--- src/rtl/fcu_pkg.sv ---
package fcu_pkg;
  localparam int unsigned CFG_W  = 32;
  localparam int unsigned IVAL_W = CFG_W - 1;
  localparam int unsigned NSRC   = 2;
  localparam int unsigned SRC_CYC = 0;
  localparam int unsigned SRC_PKT = 1;

  typedef struct packed {
    logic              en;
    logic [IVAL_W-1:0] ival;
  } fcu_cfg_t;
endpackage

--- src/rtl/fcu_cfg_regs.sv ---
module fcu_cfg_regs
  import fcu_pkg::*;
#(
  parameter int unsigned ADDR_W  = 3,
  parameter int unsigned CYC_OFS = 4,
  parameter int unsigned PKT_OFS = 5
) (
  input  logic                 clk,
  input  logic                 rst_n,
  input  logic                 wr_en,
  input  logic [ADDR_W-1:0]    wr_addr,
  input  logic [CFG_W-1:0]     wr_data,
  output fcu_cfg_t [NSRC-1:0]  cfg_q,
  output logic [NSRC-1:0]      cfg_wr
);
  localparam logic [ADDR_W-1:0] OFS_CYC = ADDR_W'(CYC_OFS);
  localparam logic [ADDR_W-1:0] OFS_PKT = ADDR_W'(PKT_OFS);

  for (genvar g = 0; g < NSRC; g++) begin : g_reg
    localparam logic [ADDR_W-1:0] MY_OFS = (g == SRC_CYC) ? OFS_CYC : OFS_PKT;
    assign cfg_wr[g] = wr_en && (wr_addr == MY_OFS);

    always_ff @(posedge clk or negedge rst_n) begin
      if (!rst_n) begin
        cfg_q[g] <= '0;
      end else if (cfg_wr[g]) begin
        cfg_q[g] <= fcu_cfg_t'(wr_data);
      end
    end
  end
endmodule

--- src/rtl/fcu_interval_ctr.sv ---
module fcu_interval_ctr
  import fcu_pkg::*;
(
  input  logic     clk,
  input  logic     rst_n,
  input  fcu_cfg_t cfg,
  input  logic     clear,
  input  logic     step,
  input  logic     restart,
  output logic     hit
);
  logic [IVAL_W-1:0] cnt;
  logic              active;

  assign active = cfg.en && (cfg.ival != '0);
  assign hit    = active && step && (cnt == (cfg.ival - IVAL_W'(1)));

  always_ff @(posedge clk or negedge rst_n) begin
    if (!rst_n) begin
      cnt <= '0;
    end else if (clear || restart || !active) begin
      cnt <= '0;
    end else if (step) begin
      cnt <= cnt + IVAL_W'(1);
    end
  end
endmodule

--- src/rtl/fcu_update_out.sv ---
module fcu_update_out #(
  parameter int unsigned SEQ_W = 32
) (
  input  logic             clk,
  input  logic             rst_n,
  input  logic             req,
  input  logic [SEQ_W-1:0] req_seq,
  output logic             out_valid,
  input  logic             out_ready,
  output logic [SEQ_W-1:0] out_seq
);
  always_ff @(posedge clk or negedge rst_n) begin
    if (!rst_n) begin
      out_valid <= 1'b0;
      out_seq   <= '0;
    end else if (req) begin
      out_valid <= 1'b1;
      out_seq   <= req_seq;
    end else if (out_valid && out_ready) begin
      out_valid <= 1'b0;
    end
  end
endmodule

--- src/rtl/fc_update_sched.sv ---
module fc_update_sched
  import fcu_pkg::*;
#(
  parameter int unsigned ADDR_W  = 3,
  parameter int unsigned SEQ_W   = 32,
  parameter int unsigned CYC_OFS = 4,
  parameter int unsigned PKT_OFS = 5
) (
  input  logic              clk,
  input  logic              rst_n,
  input  logic              cfg_we,
  input  logic [ADDR_W-1:0] cfg_addr,
  input  logic [CFG_W-1:0]  cfg_wdata,
  input  logic              cons_valid,
  output logic              cons_ready,
  input  logic [SEQ_W-1:0]  cons_seq,
  output logic              upd_valid,
  input  logic              upd_ready,
  output logic [SEQ_W-1:0]  upd_seq
);
  fcu_cfg_t [NSRC-1:0] cfg_q;
  logic [NSRC-1:0]     cfg_wr;
  logic [NSRC-1:0]     src_step;
  logic [NSRC-1:0]     src_hit;
  logic                cons_fire;
  logic                seen_q;
  logic [SEQ_W-1:0]    last_seq_q;
  logic [SEQ_W-1:0]    cur_seq;
  logic                terminal;
  logic                upd_req;

  assign cons_ready = 1'b1;
  assign cons_fire  = cons_valid && cons_ready;

  fcu_cfg_regs #(
    .ADDR_W (ADDR_W),
    .CYC_OFS(CYC_OFS),
    .PKT_OFS(PKT_OFS)
  ) u_regs (
    .clk    (clk),
    .rst_n  (rst_n),
    .wr_en  (cfg_we),
    .wr_addr(cfg_addr),
    .wr_data(cfg_wdata),
    .cfg_q  (cfg_q),
    .cfg_wr (cfg_wr)
  );

  assign src_step[SRC_CYC] = 1'b1;
  assign src_step[SRC_PKT] = cons_fire;

  for (genvar g = 0; g < NSRC; g++) begin : g_src
    fcu_interval_ctr u_ctr (
      .clk    (clk),
      .rst_n  (rst_n),
      .cfg    (cfg_q[g]),
      .clear  (cfg_wr[g]),
      .step   (src_step[g]),
      .restart(terminal),
      .hit    (src_hit[g])
    );
  end

  assign terminal = |src_hit;
  assign upd_req  = terminal && (seen_q || cons_fire);
  assign cur_seq  = cons_fire ? cons_seq : last_seq_q;

  always_ff @(posedge clk or negedge rst_n) begin
    if (!rst_n) begin
      seen_q     <= 1'b0;
      last_seq_q <= '0;
    end else if (cons_fire) begin
      seen_q     <= 1'b1;
      last_seq_q <= cons_seq;
    end
  end

  fcu_update_out #(.SEQ_W(SEQ_W)) u_out (
    .clk      (clk),
    .rst_n    (rst_n),
    .req      (upd_req),
    .req_seq  (cur_seq),
    .out_valid(upd_valid),
    .out_ready(upd_ready),
    .out_seq  (upd_seq)
  );
endmodule

--- config.mk ---
export PLATFORM = sky130hd
export DESIGN_NAME = fc_update_sched
export DESIGN_NICKNAME = d
export VERILOG_FILES = /design/src/rtl/fcu_pkg.sv /design/src/rtl/fcu_cfg_regs.sv /design/src/rtl/fcu_interval_ctr.sv /design/src/rtl/fcu_update_out.sv /design/src/rtl/fc_update_sched.sv
export SDC_FILE = /design/constraint.sdc
export NUM_CORES = 1
export LEC_CHECK = 0
export BUFFER_PORTS_ARGS = -buffer_cell sky130_fd_sc_hd__buf_4
export CAP_MARGIN = 10
export CORE_ASPECT_RATIO = 0.9
export CORE_UTILIZATION = 35
export DETAILED_ROUTE_END_ITERATION = 8
export PLACE_DENSITY_LB_ADDON = 0.2
export SYNTH_ARGS = -nofsm -noshare
export SYNTH_HDL_FRONTEND = slang
export SYNTH_SLANG_ARGS = --single-unit
--- constraint.sdc ---
create_clock -name clk -period 4.42 [get_ports clk]
set_input_delay 0.221 -clock clk [delete_from_list [all_inputs] [get_ports clk]]
set_output_delay 0.221 -clock clk [all_outputs]
set_load 0.005 [all_outputs]
# Yosys cells after proc, flatten, opt, wreduce, memory -nomap -nowiden
# Cells that the tools add are included.
# word_totals
reg_bits	192
romBits	0
elab_cells	45
out_inout_bits	34
in_bits	72
mem_bits_rw	0
latchBits	0
mem_count	0
# classes
mux	6
eq_ne	4
n_lt_le_gt_ge	0
mul	0
n_div	0
shifts	0
reduce_logical	21
addsub	4
bitwise	0
# op_table
op	n
$mux 31	3
$add 31x1->31 const B	2
$eq 31x31->1	2
$reduce_bool 31->1	2
$sub 31x1->31 const B	2
$mux 32	1
$logic_and 1x1->1	9
$eq 3x3->1 const B	2
$logic_or 1x1->1	5
$reduce_bool 2->1	2
$logic_not 1->1	2
$mux 1	2
$reduce_or 2->1	1

# Depth between registers and ports, before layout
# depth
word_depth	8
ltp_mapped	13

# Hierarchy
# From an unflattened synthesis, not the netlist that was laid out.
# hier_totals
cells_unflattened	923
hier_area_um2	10682.7
# by_module_without_submodules
module	instances	area_each_um2	cells_per_inst
fcu_interval_ctr (g_src[0].u_ctr)	1	2695.1	319
fcu_interval_ctr (g_src[1].u_ctr)	1	2666.3	321
fcu_cfg_regs	1	2548.7	138
fc_update_sched	1	1395.1	74
fcu_update_out	1	1377.6	71

# Worst setup path before layout
# Ideal clock, no wire load.
# synth_path
path_kind	reg-to-reg
from	register, netlist name u_regs.cfg_q[2]
to	register u_out.out_seq[10]
setup_slack_ns	0.795
stages_incl_launch_ff	12
arrival_time_ns	3.500
cell_sequence	dfrtp_1 buf_6 or4_4 or4_4 or4_1 or3_1 a211oi_2 nand3_1 o32ai_2 nand2_2 buf_6 mux2_4
# synth_via
elab_chain_len	5
elab_cells_between_ends	7
cone_classes	1 x add/sub; 1 x eq/ne; 5 x reduce/logical
# synth_lines
item	line	rtl
$sub 31x1->31 or $reduce_bool 31->1 (tied branches)	fcu_interval_ctr.sv:16, fcu_interval_ctr.sv:15	
$eq 31x31->1 or $logic_and 1x1->1 (tied branches)	fcu_interval_ctr.sv:16, fcu_interval_ctr.sv:15	
$logic_and 1x1->1 *	fcu_interval_ctr.sv:16	assign hit = active && step && (cnt == (cfg.ival - IVAL_W'(1)));
$reduce_or 2->1 *	fc_update_sched.sv:64	assign terminal = |src_hit;
$logic_and 1x1->1 *	fc_update_sched.sv:65	assign upd_req = terminal && (seen_q || cons_fire);
to (signal assigned)	fcu_update_out.sv:18	out_seq <= req_seq;
to (decl)	fcu_update_out.sv:10	output logic [SEQ_W-1:0] out_seq
# Mark *: on every way between the ends. The rest lies on a longest branch, timed or not.
# A chain may end at the register's enable or synchronous reset.

# Final worst setup path
# layout_path
from	register, netlist name u_regs.cfg_q[36]
to	register g_src[1].u_ctr.cnt[25]
# layout_via
elab_chain_len	8
elab_cells_between_ends	12
cone_classes	1 x add/sub; 1 x eq/ne; 1 x mux; 9 x reduce/logical
# layout_lines
item	line	rtl
parallel branches: the longest is 6 deep, another holds $sub 31x1->31	-	
$logic_or 1x1->1 *	fcu_interval_ctr.sv:21	end else if (clear || restart || !active) begin
$mux 31 or $reduce_bool 2->1 (tied branches)	-	
to (signal assigned)	fcu_interval_ctr.sv:24	cnt <= cnt + IVAL_W'(1);
to (decl)	fcu_interval_ctr.sv:12	logic [IVAL_W-1:0] cnt;
# Mark *: on every way between the ends.

==> results.py <==
metrics = {
    "setup_path": {
        "reg2reg_slack_ns": 0.28,
        "worst_ep_required_time_ns": 4.75,
        "cp_slowest_stage_delay_ns": 0.65,
        "cp.depth": 10,
        "critPathTopFamily": "simple AND/OR/NAND/NOR gates",
        "critical_path_arrival_ns": 4.47,
        "critical-path-slowest-cell": "sky130_fd_sc_hd__or4_1",
        "worstRegToRegCells": 10,
        "worst-setup-path-type": "register to register",
        "r2r_endpoint": "g_src[1].u_ctr.cnt[25]",
        "critPathBufInv": 1,
        "worstPathCellList": "or4_1 > or3_1 > nor4_1 > xnor2_1 > or4_1 > nor4_1 > a32oi_1 > nand4_1 > buf_4 > nor2_1",
        "worstSetupStartpointType": "register",
        "r2r_start": "u_regs.cfg_q[36]",
        "path_max_fanout": 31,
        "end_kind": "register",
    },
    "clocking": {
        "cts_setup_buffers": 0,
        "clock_sinks": 192,
        "cts-buffers-inserted": 17,
        "htree_num_levels": 4,
        "cts_max_path_buffers": 2,
        "worstSkewPairLatency_ns": 0.46,
        "tritoncts": "done",
        "clkTransAtPathRegs_ns": 0.08,
        "root_buffer": "sky130_fd_sc_hd__clkbuf_16",
    },
    "layout": {
        "layout.cells.most_common_list": "sky130_fd_sc_hd__dfrtp_1, sky130_fd_sc_hd__buf_4, sky130_fd_sc_hd__nor2_1",
        "layout_commonest_cell": "sky130_fd_sc_hd__dfrtp_1",
        "fraction_of_layout_cells_with_a_size_suffix_above_1_pct": 27.6,
        "area_growth_syn_to_layout_pct": 18.7,
        "final_net_count": 1129,
    },
    "drt": {
        "detailedRoute.firstPassIterationCount": 5,
        "drtIter0Drc": 553,
        "detail_route.wirelength_mm": 25.6,
        "total_drc_errors_in_the_routed_layout": 0,
        "antenna_violating_nets_post_route": 0,
        "route.vias.total": 7469,
        "vias_per_cell": 5.11,
        "wl_per_cell_microns": 17.5,
    },
    "synthesis": {
        "synth_async_sr_flop_share_pct": 100,
        "fraction_of_the_mapped_netlist_area_in_compound_gates_pct": 4.34,
        "ys_seq_area_share_pct": 46.8,
        "ys.warnings.count": 0,
        "multiplexer_share_of_the_synthesized_area_pct": 15.2,
        "synth.cell_area_sq_um": 10300,
        "dominant_combinational_cell_family_by_area_after_synthesis": "simple AND/OR/NAND/NOR gates",
        "cell_taking_the_most_area_after_synthesis": "sky130_fd_sc_hd__dfrtp_1",
        "synth-edff-count": 0,
        "mappedNetlistNets": 1023,
        "synth_xor_xnor_area_share_pct": 12.1,
        "top_cells_by_area_synth": "sky130_fd_sc_hd__dfrtp_1, sky130_fd_sc_hd__mux2_2, sky130_fd_sc_hd__xnor2_1",
        "ys_seq_elements": 192,
        "synth_ff_type": "sky130_fd_sc_hd__dfrtp_1",
        "synthAdderAreaFrac_pct": 0.731,
        "synth.avg_cell_area_sq_um": 10.9,
        "yosys.area.top_type_share_pct": 46.8,
        "postSynthCellCount": 945,
        "synth.distinct_cells": 65,
        "yosys.area_share.simple_pct": 18.3,
    },
    "grt": {
        "vias_in_the_first_global_route": 7522,
        "global_route.usage.total_pct": 17.9,
        "grt_first_pass_wirelength_mm": 41.7,
        "global_route.overflow_total": 0,
        "antenna_found_initial": 1,
        "grt_max_degree": 109,
    },
    "sta": {
        "finalHoldViolCount": 0,
        "finalWorstPathRequiredPeriod_ns": 4.14,
        "finalSetupViolations": 0,
        "fmaxAchievable_ghz": 0.242,
        "tightestPinTransition_ns": 0.976,
        "finalClockSkew_ns": 0.0203,
        "setup-tns-final_ns": 0,
        "final_critical_path_setup_slack_ns": 0.280,
        "share_of_the_cycle_needed_by_the_critical_path_after_routing_pct": 93.7,
        "slew_headroom_pct": 34.8,
        "rsz0062_at_grt": "false",
        "timing.final.max_slew_violations": 0,
    },
    "min_path": {
        "hold-path-cell-count": 2,
        "hold_class": "input port to register",
        "hold_path_end": "last_seq_q[28]",
        "min-delay-start": "cons_seq[28]",
    },
    "placed_design": {
        "hpwl_mm": 18.7,
        "detailedPlace.worstSlack_ns": 0.249,
        "port_buffers": 104,
        "routabilityCongestion": 0.851,
    },
    "floorplanning": {
        "start_util_pct": 35.6,
        "die_h_microns": 164,
        "placement_rows": 59,
        "die-width_microns": 183,
        "placeableCoreArea_sq_um": 28900,
        "floorplan.io_pins": 106,
        "die-area_sq_um": 30000,
    },
    "power": {
        "maximum_ir_drop_on_the_vdd_rail_mv": 0.282,
        "pwr_density_cell_nw_per_um2": 384,
        "power.leakage_nw": 5.15,
    },
    "run": {
        "timing.max_cap.violations": 0,
    },
    "run_status": {
        "outcome": "finished clean",
    },
}
[cells in the mapped netlist, drive strengths merged (7+ instances only)]
cell type / number
a31oi: 7
and3: 20
buf: 11
clkbuf: 29
dfrtp: 192
inv: 18
mux2: 128
nand2: 39
nand2b: 7
nand3: 32
nand4: 28
nor2: 105
nor3: 35
nor4: 27
o21ai: 12
or3: 13
or4: 13
xnor2: 79
xor2: 63
[layout make-up]
type                    instances  area [sq um]
diodes                          1          2.50
multi-input cells             695          5210
clock inverters                14           165
inverters                      18          67.6
flip-flops and latches        192          4800
repair buffers                127          1010
well taps                     396           495
clock buffers                  18           429
fillers                      2825         16700
[where the power goes]
part           internal (mW)  switching (mW)
Clock                  0.809           0.776
Sequential              1.93           0.245
Combinational          0.457           0.455
[timing repair]
action,in CTS,in global routing
hold buffers,6,3
endpoints found under the hold margin,113,4
resized for setup,0,0
[through the flow]
step	instance area, sq um	std cells	hold slack (ns)	power (mW)	util, %
3_3_place_gp	11500	1419	0.385	3.10	39.8
5_1_grt	12200	1461	0.00150	4.92	42.2
6_report	12200	1461	0.0162	4.67	42.2
4_1_cts	12200	1457	0.000569	4.72	42.1
2_1_floorplan	10300	945	-0.0746	2.77	-
3_5_place_dp	11500	1419	0.386	3.11	39.8
[worst max path at each step]
stage                                start                endpoint
after floorplan            u_regs.cfg_q[2]       u_out.out_seq[10]
after global placement    u_regs.cfg_q[36]   g_src[1].u_ctr.cnt[3]
after detailed placement  u_regs.cfg_q[36]  g_src[1].u_ctr.cnt[26]
after CTS                 u_regs.cfg_q[36]  g_src[1].u_ctr.cnt[19]
after global routing      u_regs.cfg_q[36]  g_src[1].u_ctr.cnt[30]
final                     u_regs.cfg_q[36]  g_src[1].u_ctr.cnt[25]
[flip-flops by register name, summed over array words and instances (netlist names)]
register and cells:
g_src.u_ctr.cnt 62, u_out.out_valid 1, seen_q 1, last_seq_q 32, u_out.out_seq 32, u_regs.cfg_q 64
[layer usage]
layer / vias up / global-route usage [%] / wire, microns
met3: 13 / 5.76 / 1840
met2: 201 / 25.9 / 10700
met4: 0 / 4.32 / 221
li1: 3570 / - / -
met5: - / 0 / 0
met1: 3685 / 25.8 / 12900
[cell families (layout without fill, tap and decap cells)]
| family | after synthesis | after routing |
|---|---|---|
| mux | 129 | 129 |
| other cells | 1 | 2 |
| compound gates | 60 | 60 |
| simple gates | 357 | 357 |
| fa+ha+maj | 6 | 6 |
| buf+inv | 58 | 177 |
| flops | 192 | 192 |
| xor+xnor | 142 | 142 |
(Power assumes the default switching activity.)
